## config.mk

```make
export PLATFORM = sky130hd
export DESIGN_NAME = uart_xonxoff_ctrl
export DESIGN_NICKNAME = d
export VERILOG_FILES = /design/src/rtl/uart_xonxoff_ctrl.sv
export SDC_FILE = /design/constraint.sdc
export NUM_CORES = 1
export LEC_CHECK = 0
export BUFFER_PORTS_ARGS = -buffer_cell sky130_fd_sc_hd__buf_2
export CAP_MARGIN = 5
export CELL_PAD_IN_SITES_DETAIL_PLACEMENT = 2
export CELL_PAD_IN_SITES_GLOBAL_PLACEMENT = 2
export CORE_UTILIZATION = 24
export CTS_CLUSTER_DIAMETER = 200
export DETAILED_ROUTE_END_ITERATION = 8
export HOLD_SLACK_MARGIN = 0.08
export PLACE_DENSITY_LB_ADDON = 0.1
export SLEW_MARGIN = 25
export SYNTH_ARGS = -nofsm -noshare
export SYNTH_HDL_FRONTEND = slang
export SYNTH_SLANG_ARGS = --single-unit
```

## constraint.sdc

```tcl
create_clock -name clk -period 3.7 [get_ports clk]
set_input_delay 1.11 -clock clk [delete_from_list [all_inputs] [get_ports clk]]
set_output_delay 1.11 -clock clk [all_outputs]
set_load 0.05 [all_outputs]
```

## src/rtl/uart_xonxoff_ctrl.sv

```systemverilog
module uart_xonxoff_ctrl #(
  parameter int CW      = 8,
  parameter int LW      = 7,
  parameter int HI_MARK = 48,
  parameter int LO_MARK = 16
) (
  input  logic          clk,
  input  logic          rst_n,
  input  logic [3:0]    flow_mode,
  input  logic [CW-1:0] on_chr_a,
  input  logic [CW-1:0] on_chr_b,
  input  logic [CW-1:0] off_chr_a,
  input  logic [CW-1:0] off_chr_b,
  input  logic          xon_any,
  input  logic          irq_en,
  input  logic          rx_stb,
  input  logic [CW-1:0] rx_data,
  output logic          rx_keep,
  input  logic [LW-1:0] rx_level,
  input  logic          cts_in,
  input  logic          dsr_in,
  input  logic          tx_bound,
  output logic          tx_hold,
  output logic          ins_valid,
  output logic [CW-1:0] ins_chr,
  output logic          xon_flag,
  output logic [4:0]    hold_stat,
  output logic          irq
);

  localparam logic [1:0]    M_OFF = 2'b00;
  localparam logic [1:0]    M_B   = 2'b01;
  localparam logic [1:0]    M_A   = 2'b10;
  localparam logic [1:0]    M_AB  = 2'b11;
  localparam logic [LW-1:0] HI_L  = LW'(HI_MARK);
  localparam logic [LW-1:0] LO_L  = LW'(LO_MARK);

  typedef enum logic [1:0] {RS_IDLE, RS_ON1, RS_OFF1} rx_st_t;
  typedef enum logic [1:0] {PK_NONE, PK_OFF, PK_ON} pend_t;

  logic [1:0] txm, rxm;
  assign txm = flow_mode[3:2];
  assign rxm = flow_mode[1:0];

  rx_st_t rx_st;
  logic   xoff_hold, xoff_sent, irq_q;
  pend_t  pend;
  logic   pend_2nd;

  // receive recognition
  logic [CW-1:0] on_sel, off_sel;
  logic single, sgl_off, sgl_on;
  logic seq_start_on, seq_start_off, seq_fin_on, seq_fin_off;
  logic got_on, got_off, consumed, any_rel;

  assign on_sel  = (rxm == M_A) ? on_chr_a  : on_chr_b;
  assign off_sel = (rxm == M_A) ? off_chr_a : off_chr_b;
  assign single  = (rxm == M_A) || (rxm == M_B);
  assign sgl_off = single && (rx_data == off_sel);
  assign sgl_on  = single && (rx_data == on_sel) && !sgl_off;

  assign seq_start_on  = (rxm == M_AB) && (rx_st == RS_IDLE) && (rx_data == on_chr_a);
  assign seq_start_off = (rxm == M_AB) && (rx_st == RS_IDLE) && (rx_data == off_chr_a) && !seq_start_on;
  assign seq_fin_on    = (rxm == M_AB) && (rx_st == RS_ON1)  && (rx_data == on_chr_b);
  assign seq_fin_off   = (rxm == M_AB) && (rx_st == RS_OFF1) && (rx_data == off_chr_b);

  assign got_off  = rx_stb && (sgl_off || seq_fin_off);
  assign got_on   = rx_stb && (sgl_on  || seq_fin_on);
  assign consumed = got_on || got_off || (rx_stb && (seq_start_on || seq_start_off));
  assign any_rel  = rx_stb && xon_any && !got_off;
  assign rx_keep  = rx_stb && !consumed;

  always_ff @(posedge clk or negedge rst_n) begin
    if (!rst_n) begin
      rx_st     <= RS_IDLE;
      xoff_hold <= 1'b0;
      irq_q     <= 1'b0;
    end else begin
      irq_q <= irq_en && (got_on || got_off);
      if (got_off)
        xoff_hold <= 1'b1;
      else if (got_on || any_rel)
        xoff_hold <= 1'b0;
      if (rxm != M_AB)
        rx_st <= RS_IDLE;
      else if (rx_stb) begin
        if (seq_start_on)       rx_st <= RS_ON1;
        else if (seq_start_off) rx_st <= RS_OFF1;
        else                    rx_st <= RS_IDLE;
      end
    end
  end

  // transmit insertion
  logic tx_act, a_side, take, last;

  assign tx_act    = (txm != M_OFF);
  assign ins_valid = (pend != PK_NONE) && tx_act;
  assign a_side    = (txm == M_A) || ((txm == M_AB) && !pend_2nd);
  assign ins_chr   = (pend == PK_ON) ? (a_side ? on_chr_a : on_chr_b)
                                     : (a_side ? off_chr_a : off_chr_b);
  assign take      = tx_bound && ins_valid;
  assign last      = (txm != M_AB) || pend_2nd;

  always_ff @(posedge clk or negedge rst_n) begin
    if (!rst_n) begin
      pend      <= PK_NONE;
      pend_2nd  <= 1'b0;
      xoff_sent <= 1'b0;
    end else if (take) begin
      if (last) begin
        pend      <= PK_NONE;
        pend_2nd  <= 1'b0;
        xoff_sent <= (pend == PK_OFF);
      end else begin
        pend_2nd <= 1'b1;
      end
    end else if ((pend == PK_NONE) && tx_act) begin
      if (!xoff_sent && (rx_level >= HI_L))
        pend <= PK_OFF;
      else if (xoff_sent && (rx_level <= LO_L))
        pend <= PK_ON;
    end
  end

  assign hold_stat = {xoff_sent, xoff_hold, 1'b0, !dsr_in, !cts_in};
  assign tx_hold   = xoff_hold || !cts_in || !dsr_in;
  assign xon_flag  = !xoff_hold;
  assign irq       = irq_q;

  p_off_sets_hold_r2: assert property (@(posedge clk) disable iff (!rst_n)
    (rx_stb && rxm == M_A && rx_data == off_chr_a) |=> (hold_stat[3] && !xon_flag));

  p_on_clears_hold_r3: assert property (@(posedge clk) disable iff (!rst_n)
    (rx_stb && rxm == M_B && rx_data == on_chr_b && rx_data != off_chr_b) |=> xon_flag);

  p_idle_mode_stable_r6: assert property (@(posedge clk) disable iff (!rst_n)
    (rx_stb && rxm == M_OFF && !xon_any) |=> $stable(hold_stat[3]));

  p_any_resumes_r7: assert property (@(posedge clk) disable iff (!rst_n)
    (rx_stb && xon_any && rxm == M_OFF) |=> xon_flag);

  p_xoff_queued_r8: assert property (@(posedge clk) disable iff (!rst_n)
    (tx_act && !ins_valid && !hold_stat[4] && rx_level >= HI_L) |=> (ins_valid || flow_mode[3:2] == M_OFF));

  p_sent_needs_take_r9: assert property (@(posedge clk) disable iff (!rst_n)
    $rose(hold_stat[4]) |-> $past(tx_bound && ins_valid));

  p_irq_cause_r12: assert property (@(posedge clk) disable iff (!rst_n)
    irq |-> $past(rx_stb && irq_en));

endmodule

```

==> summary.txt, run 1 <==
Yosys
  • EDFF count, synth: 0
  • Mapped Cells: between 100 and 150
  • Yosys top cell by area: dfrtp_1
  • Xor and xnor area share after synthesis: 26.1%
  • Library cells used by synthesis: 42
  • Count leader, synth: xor2_1
  • Synth Area in Compound Gates: ~11%
  • Synth async-reset ratio: between 90% and 100%
  • Register area share after synthesis: around 15%
  • Top cells by count, synth: xor2_1, xnor2_1, nand2_1
  • Synth Register Bits: 8
  • Synth Area in Simple Gates: 19.1%
  • Main combinational cell family by area after synthesis: XOR/XNOR gates
  • Ys Warns: 0
  • Post-synth net total: between 200 and 250
  • Adder-cell share of the synthesized area: about 1.9%
  • Mapped cell area: approximately 0.0013 sq mm
  • Mux cell area share after synthesis: between 10% and 20%
  • Syn avg cell area: 9.00 sq um
  • Post-synth top flop: dfrtp_1
  • Largest cells by area after synthesis: dfrtp_1, mux4_2, xor2_1, xnor2_1, mux2i_1
  • Synth top area share: between 10% and 20%

CTS
  • Clk slew on worst S/H paths: 0.04 ns
  • Hold buffer count at cts: 0
  • Clk buf depth: 2
  • Insertion delay to the later sink of the worst-skew pair: around 0.24 ns
  • H-Tree Depth: 1
  • Clock Sink Count: 8
  • CTS Buf Count: 3
  • CTS tree: yes
  • Clock root cell: clkbuf_8

Worst setup path
  • Crit-path max FO: 4
  • CP cell instances: buf_8 -> inv_4 -> ha_4 -> mux2i_4 -> xnor2_2 -> or4_4 -> o21ai_4 -> nor3_4 -> buf_6
  • Crit path kind: in2out
  • Slowest Stage Delay on Critical Path: approximately 0.54 ns
  • Worst path slowest cell: or4_4
  • WP buf/inv: 3
  • Req. time, crit path: approximately 2.6 ns
  • Crit end category: primary output
  • Crit path DAT: 2.75 ns
  • CP startpoint kind: primary input
  • Critical path's top delay family: simple AND/OR/NAND/NOR gates

Timing
  • WHS: ~0.52 ns
  • Final Hold Fails: 0
  • Slew Viols, Final: 0
  • Fin crit share: 104%
  • Setup TNS: -0.156 ns
  • Clock skew: between 0.0004 and 0.0005 ns
  • Worst-Margin Slew: 0.617 ns
  • RSZ-0062 raised after global routing: true
  • Worst Setup Slack, final: -0.156 ns
  • Relative max-transition margin: 58.7%
  • Min Tclk post-route: 3.86 ns
  • Fmax: 259 MHz
  • Final setup vio count: 1

Die
  • Initial Util: about a quarter
  • Die height: between 70 and 80 microns
  • Rows: 26
  • Core area: roughly 0.0052 sq mm
  • Die Footprint: 0.00574 sq mm
  • Die X: 75.7 microns
  • IO Count: 77

Global route
  • Pin count of the biggest net entering global routing: 9
  • Number of global-route vias before repair: approximately 1600
  • Overflow after GRT: 0
  • GRT Total Usage: roughly 17%
  • Initial antenna violation count: 0
  • Wire length of the first global-routing pass: 7.43 mm

Cells and area
  • Post-route design area: about 0.0019 sq mm
  • Area Overhead vs Synth: 46.6%
  • Layout cells sized above 1: between 40% and 50%
  • Antenna fix cells: 0
  • Total Nets Final: 288

Detailed routing
  • Avg Vias per Cell: roughly 4.8
  • Final WL: about 4.8 mm
  • Remaining DRCs: 0
  • Vias: between 1000 and 1500
  • Avg WL per Cell: between 15 and 20 microns
  • Post-route ant nets: 0
  • 1st-iter DRT viols: 12
  • Drt first pass iters: 2

Placed design
  • PortBufs: 75
  • Routability cong.: about 0.85
  • DP HPWL: ~4.2 mm
  • DP Area: about 0.0018 sq mm

Min path
  • Worst hold path type: reg2reg

Status
  • Status: complete, but fails checks
  • Violated checks: setup timing

Job
  • Max cap viols: 0

Power and ir drop
  • Pleak: approximately 0.00086 uW
  • Peak supply drop: 0.146 mV
  • PwrDens: around 360 mW/mm^2
## metal layers
layer | wire length, microns | up-vias | track usage [%]
met4 | 47 | 0 | 4.32
met2 | 2690 | 48 | 35.5
met5 | 0 | - | 0
li1 | - | 677 | -
met3 | 231 | 5 | 1.19
met1 | 1830 | 696 | 19.1
## where the power goes
group | internal, uW | switching, uW
combinational | 161 | 293
clock | 70.7 | 36.7
sequential | 108 | 18.8
## sequential cells by signal, indices dropped and copies added (netlist names)
| register | count |
|---|---|
| irq | 1 |
| xoff_sent | 1 |
| pend | 2 |
| pend_2nd | 1 |
| xoff_hold | 1 |
| rx_st | 2 |
## cell usage in the layout, fill, tap and decap left out, drive strengths merged
cell / n
nand4: 2
o21ai: 7
buf: 86
nand4b: 2
nor2b: 1
a31oi: 1
o31ai: 1
and3: 1
mux4: 8
ha: 2
or3b: 1
nor4: 3
a21boi: 1
nand3b: 1
o32ai: 1
nand3: 5
dfrtp: 8
nor3: 6
o41ai: 1
conb: 1
nand2b: 1
o211ai: 3
nor3b: 2
xor2: 19
a31o: 1
mux2i: 7
inv: 6
o211a: 1
a21oi: 3
nand2: 11
or4: 1
xnor2: 19
clkbuf: 3
a22oi: 1
or2: 1
nor2: 7
## worst paths after layout
path,startpoint,endpoint,slack [ns],cells after the start
worst min-delay path,pend[1]$_DFFE_PN0P_,xoff_sent$_DFFE_PN0P_,0.52,1
worst max-delay path,flow_mode[0],rx_keep,-0.16,9
max in group asynchronous,rst_n,irq$_DFF_PN0_,2.83,1
worst max register to register,rx_st[0]$_DFFE_PN0P_,rx_st[1]$_DFFE_PN0P_,2.12,5
min in group asynchronous,rst_n,xoff_sent$_DFFE_PN0P_,0.70,1
worst min register to register,pend[1]$_DFFE_PN0P_,xoff_sent$_DFFE_PN0P_,0.52,1
## logic make-up (layout without fill, tap and decap cells)
| family | count (synthesis) | count (layout) |
|---|---|---|
| simple gates | 45 | 45 |
| xor+xnor | 38 | 38 |
| compound gates | 21 | 21 |
| mux | 15 | 15 |
| buf+inv | 15 | 95 |
| flops | 8 | 8 |
| fa+ha+maj | 2 | 2 |
| other cells | 1 | 1 |
## metrics by stage
| step | util (%) | power (uW) | setup WS, ns | cells |
|---|---|---|---|---|
| floorplan | - | 455 | 0.00863 | 145 |
| global placement | 34.4 | 566 | -0.304 | 290 |
| detailed placement | 34.4 | 576 | -0.413 | 290 |
| CTS | 36.8 | 699 | -0.138 | 295 |
| global route | 37.0 | 733 | -0.209 | 295 |
| finish | 37.0 | 689 | -0.156 | 295 |
## layout make-up
cell class	instances	area [sq um]
Inverter	6	25.0
Fill cell	600	3260
Timing Repair Buffer	86	478
Multi-Input combinational cell	122	1080
Sequential cell	8	200
Tap cell	70	87.6
Clock buffer	3	41.3
## what timing repair did
item,CTS,global route
pin swaps,8,4
buffers inserted,2,0
gates resized for setup,15,2
endpoints found under the setup margin,1,1
hold endpoints to repair,0,0
Note: power is estimated with default switching activity, not from simulation.
==> inputs of run 2 (changes only) <==
--- a/config.mk
+++ b/config.mk
@@ -10,6 +10,7 @@
 export CELL_PAD_IN_SITES_DETAIL_PLACEMENT = 2
 export CELL_PAD_IN_SITES_GLOBAL_PLACEMENT = 2
 export CORE_UTILIZATION = 24
+export CTS_BUF_LIST = sky130_fd_sc_hd__clkbuf_4
 export CTS_CLUSTER_DIAMETER = 200
 export DETAILED_ROUTE_END_ITERATION = 8
 export HOLD_SLACK_MARGIN = 0.08
==> run 2 against run 1 <==
The flow still finishes with violations (setup timing). Sequential share of layout area grew 0.10 points. Core utilization down 0.36 points. Register-to-register slack barely moved. Largest cell class unchanged. Critical endpoint unchanged. Setup slack better by 0.0068 ns. Sequential power hardly changed. Clock power decreased by 37%. Design area decreased by 0.98%. Critical path depth unchanged. Maximum frequency is 0.18% higher. Die area unchanged. Wire length up 0.35%.
==> summary.txt, run 2 (same netlist as run 1, synthesis figures left out) <==
Cells and area
  • Leading cell type in the layout, fill and taps excluded: buf_2
  • Post-route design area: 0.00189 sq mm
  • Regs by FF count: pend (2), rx_st (2)
  • Core utilization of the finished layout: between 30 and 40%
  • Area Overhead vs Synth: 45.2%
  • Layout cells sized above 1: about half
  • Total Nets Final: 288
  • Antenna fix cells: 0
  • # fillers: between 600 and 700
  • Commonest cells after routing, fill and taps aside: buf_2, xor2_1, xnor2_1, nand2_1, buf_4
  • FF+latch area: between 200 and 250 sq um
  • Footprint of the multi-input gates: 0.00108 sq mm

Global route
  • Wire length of the first global-routing pass: ~7.5 mm
  • Number of global-route vias before repair: 1601
  • GRT Total Usage: approximately 17%
  • Overflow after GRT: 0
  • Initial antenna violation count: 0
  • Pin count of the biggest net entering global routing: 9

Die
  • Die X: between 70 and 80 microns
  • IO Count: a little under 80
  • Initial Util: between 20 and 30%
  • Rows: 26
  • Core area: ~0.0052 sq mm
  • Die Footprint: 0.00574 sq mm
  • Die height: 75.7 microns

Worst setup path
  • Worst path slowest cell: or4_4
  • Critical path's top delay family: simple AND/OR/NAND/NOR gates
  • Crit path DAT: roughly 2.7 ns
  • Reg-to-reg slack, setup: 2.11 ns
  • WP buf/inv: 3
  • CP startpoint kind: primary input
  • Slowest Stage Delay on Critical Path: between 0.5 and 0.6 ns
  • Crit end category: primary output
  • Crit path kind: in2out
  • Req. time, crit path: roughly 2.6 ns
  • Crit-path max FO: 4
  • CP cell instances: buf_8 -> inv_4 -> ha_4 -> mux2i_4 -> xnor2_2 -> or4_4 -> o21ai_4 -> nor3_4 -> buf_6

Power and ir drop
  • PwrDens: 343 mW/mm^2
  • Switching pwr: about 340 uW
  • Clock power share: about a tenth
  • Peak supply drop: ~0.14 mV
  • Sequential power share: between 10% and 20%
  • Switching Share: a little over half
  • Power consumption: around 650 uW
  • Cell internal pwr: 306 uW
  • Comb power frac: 69.9%
  • Pleak: ~0.00086 uW

Detailed routing
  • Drt first pass iters: 3
  • 1st-iter DRT viols: 15
  • Avg WL per Cell: 16.3 microns
  • Vias: approximately 1400
  • Final WL: just under 5 mm
  • Avg Vias per Cell: slightly below 5
  • Post-route ant nets: 0
  • Remaining DRCs: 0

CTS
  • Clock Sink Count: 8
  • CTS Buf Count: 3
  • H-Tree Depth: 1
  • CTS tree: yes
  • Insertion delay to the later sink of the worst-skew pair: between 0.2 and 0.3 ns
  • Clk buf depth: 2
  • Clk slew on worst S/H paths: 0.06 ns
  • Clock root cell: clkbuf_4

Min path
  • Worst hold path type: reg2reg

Timing
  • Relative max-transition margin: 58.7%
  • Clock skew: between 0.0001 and 0.00015 ns
  • Slew Viols, Final: 0
  • Final Hold Fails: 0
  • Min Tclk post-route: 3.85 ns
  • Fin crit share: 104%
  • WHS: ~0.53 ns
  • Worst-Margin Slew: roughly 0.6 ns
  • Fmax: 260 MHz
  • Worst Setup Slack, final: -0.149 ns
  • Final setup vio count: 1
  • RSZ-0062 raised after global routing: true
  • Setup TNS: -0.149 ns

Placed design
  • PortBufs: 75
  • Routability cong.: about 0.85
  • DP HPWL: 4.19 mm
  • DP Area: between 0.0015 and 0.002 sq mm

Status
  • Violated checks: setup timing
  • Status: complete, but fails checks

Job
  • Max cap viols: 0
[run 2: cell count changes in the layout (fill, tap and decap cells not counted)]
cell      delta
clkbuf_4     +3
clkbuf_8     -3
[run 2: area by class of cell]
type	instances	area share, %
clock buffers	3	1.19
flip-flops and latches	8	10.6
repair buffers	86	25.2
well taps	70	4.62
multi-input cells	122	57.1
inverters	6	1.32
[run 2: final timing paths]
kind,from,end,depth (start not counted)
worst max-delay path,flow_mode[0],rx_keep,9
worst min-delay path,pend[1]$_DFFE_PN0P_,xoff_sent$_DFFE_PN0P_,1
min in group asynchronous,rst_n,xoff_sent$_DFFE_PN0P_,1
worst max register to register,rx_st[0]$_DFFE_PN0P_,rx_st[1]$_DFFE_PN0P_,5
worst min register to register,pend[1]$_DFFE_PN0P_,xoff_sent$_DFFE_PN0P_,1
max in group asynchronous,rst_n,irq$_DFF_PN0_,1
[run 2: timing repair]
action | in CTS | in global routing
pin swaps | 8 | 4
gates cloned | 0 | 0
hold buffers | 0 | 0
endpoints found under the setup margin | 1 | 1
resized for setup | 15 | 2
buffers inserted | 2 | 0
[run 2: power groups by stage]
stage          Sequential (uW)  Clock [uW]  Combinational (uW)
2_1_floorplan              122           0                 332
3_3_place_gp               129           0                 437
3_5_place_dp               128           0                 448
4_1_cts                    128        71.2                 461
5_1_grt                    131        73.8                 488
6_report                   128        67.8                 455
[run 2: per-layer routing]
layer	global-route usage [%]	share of wire, %	vias up	routed length (microns)
li1	-	-	676	-
met2	36.1	57	48	2740
met3	1.19	4.8	3	231
met1	19.0	38	703	1820
met4	3.09	0.44	0	21
met5	0	0	-	0
[run 2: stage by stage]
| step | setup WS (ns) | cells |
|---|---|---|
| after CTS | -0.138 | 295 |
| after floorplan | 0.00863 | 145 |
| after global placement | -0.304 | 290 |
| after global routing | -0.206 | 295 |
| final | -0.149 | 295 |
| after detailed placement | -0.413 | 290 |
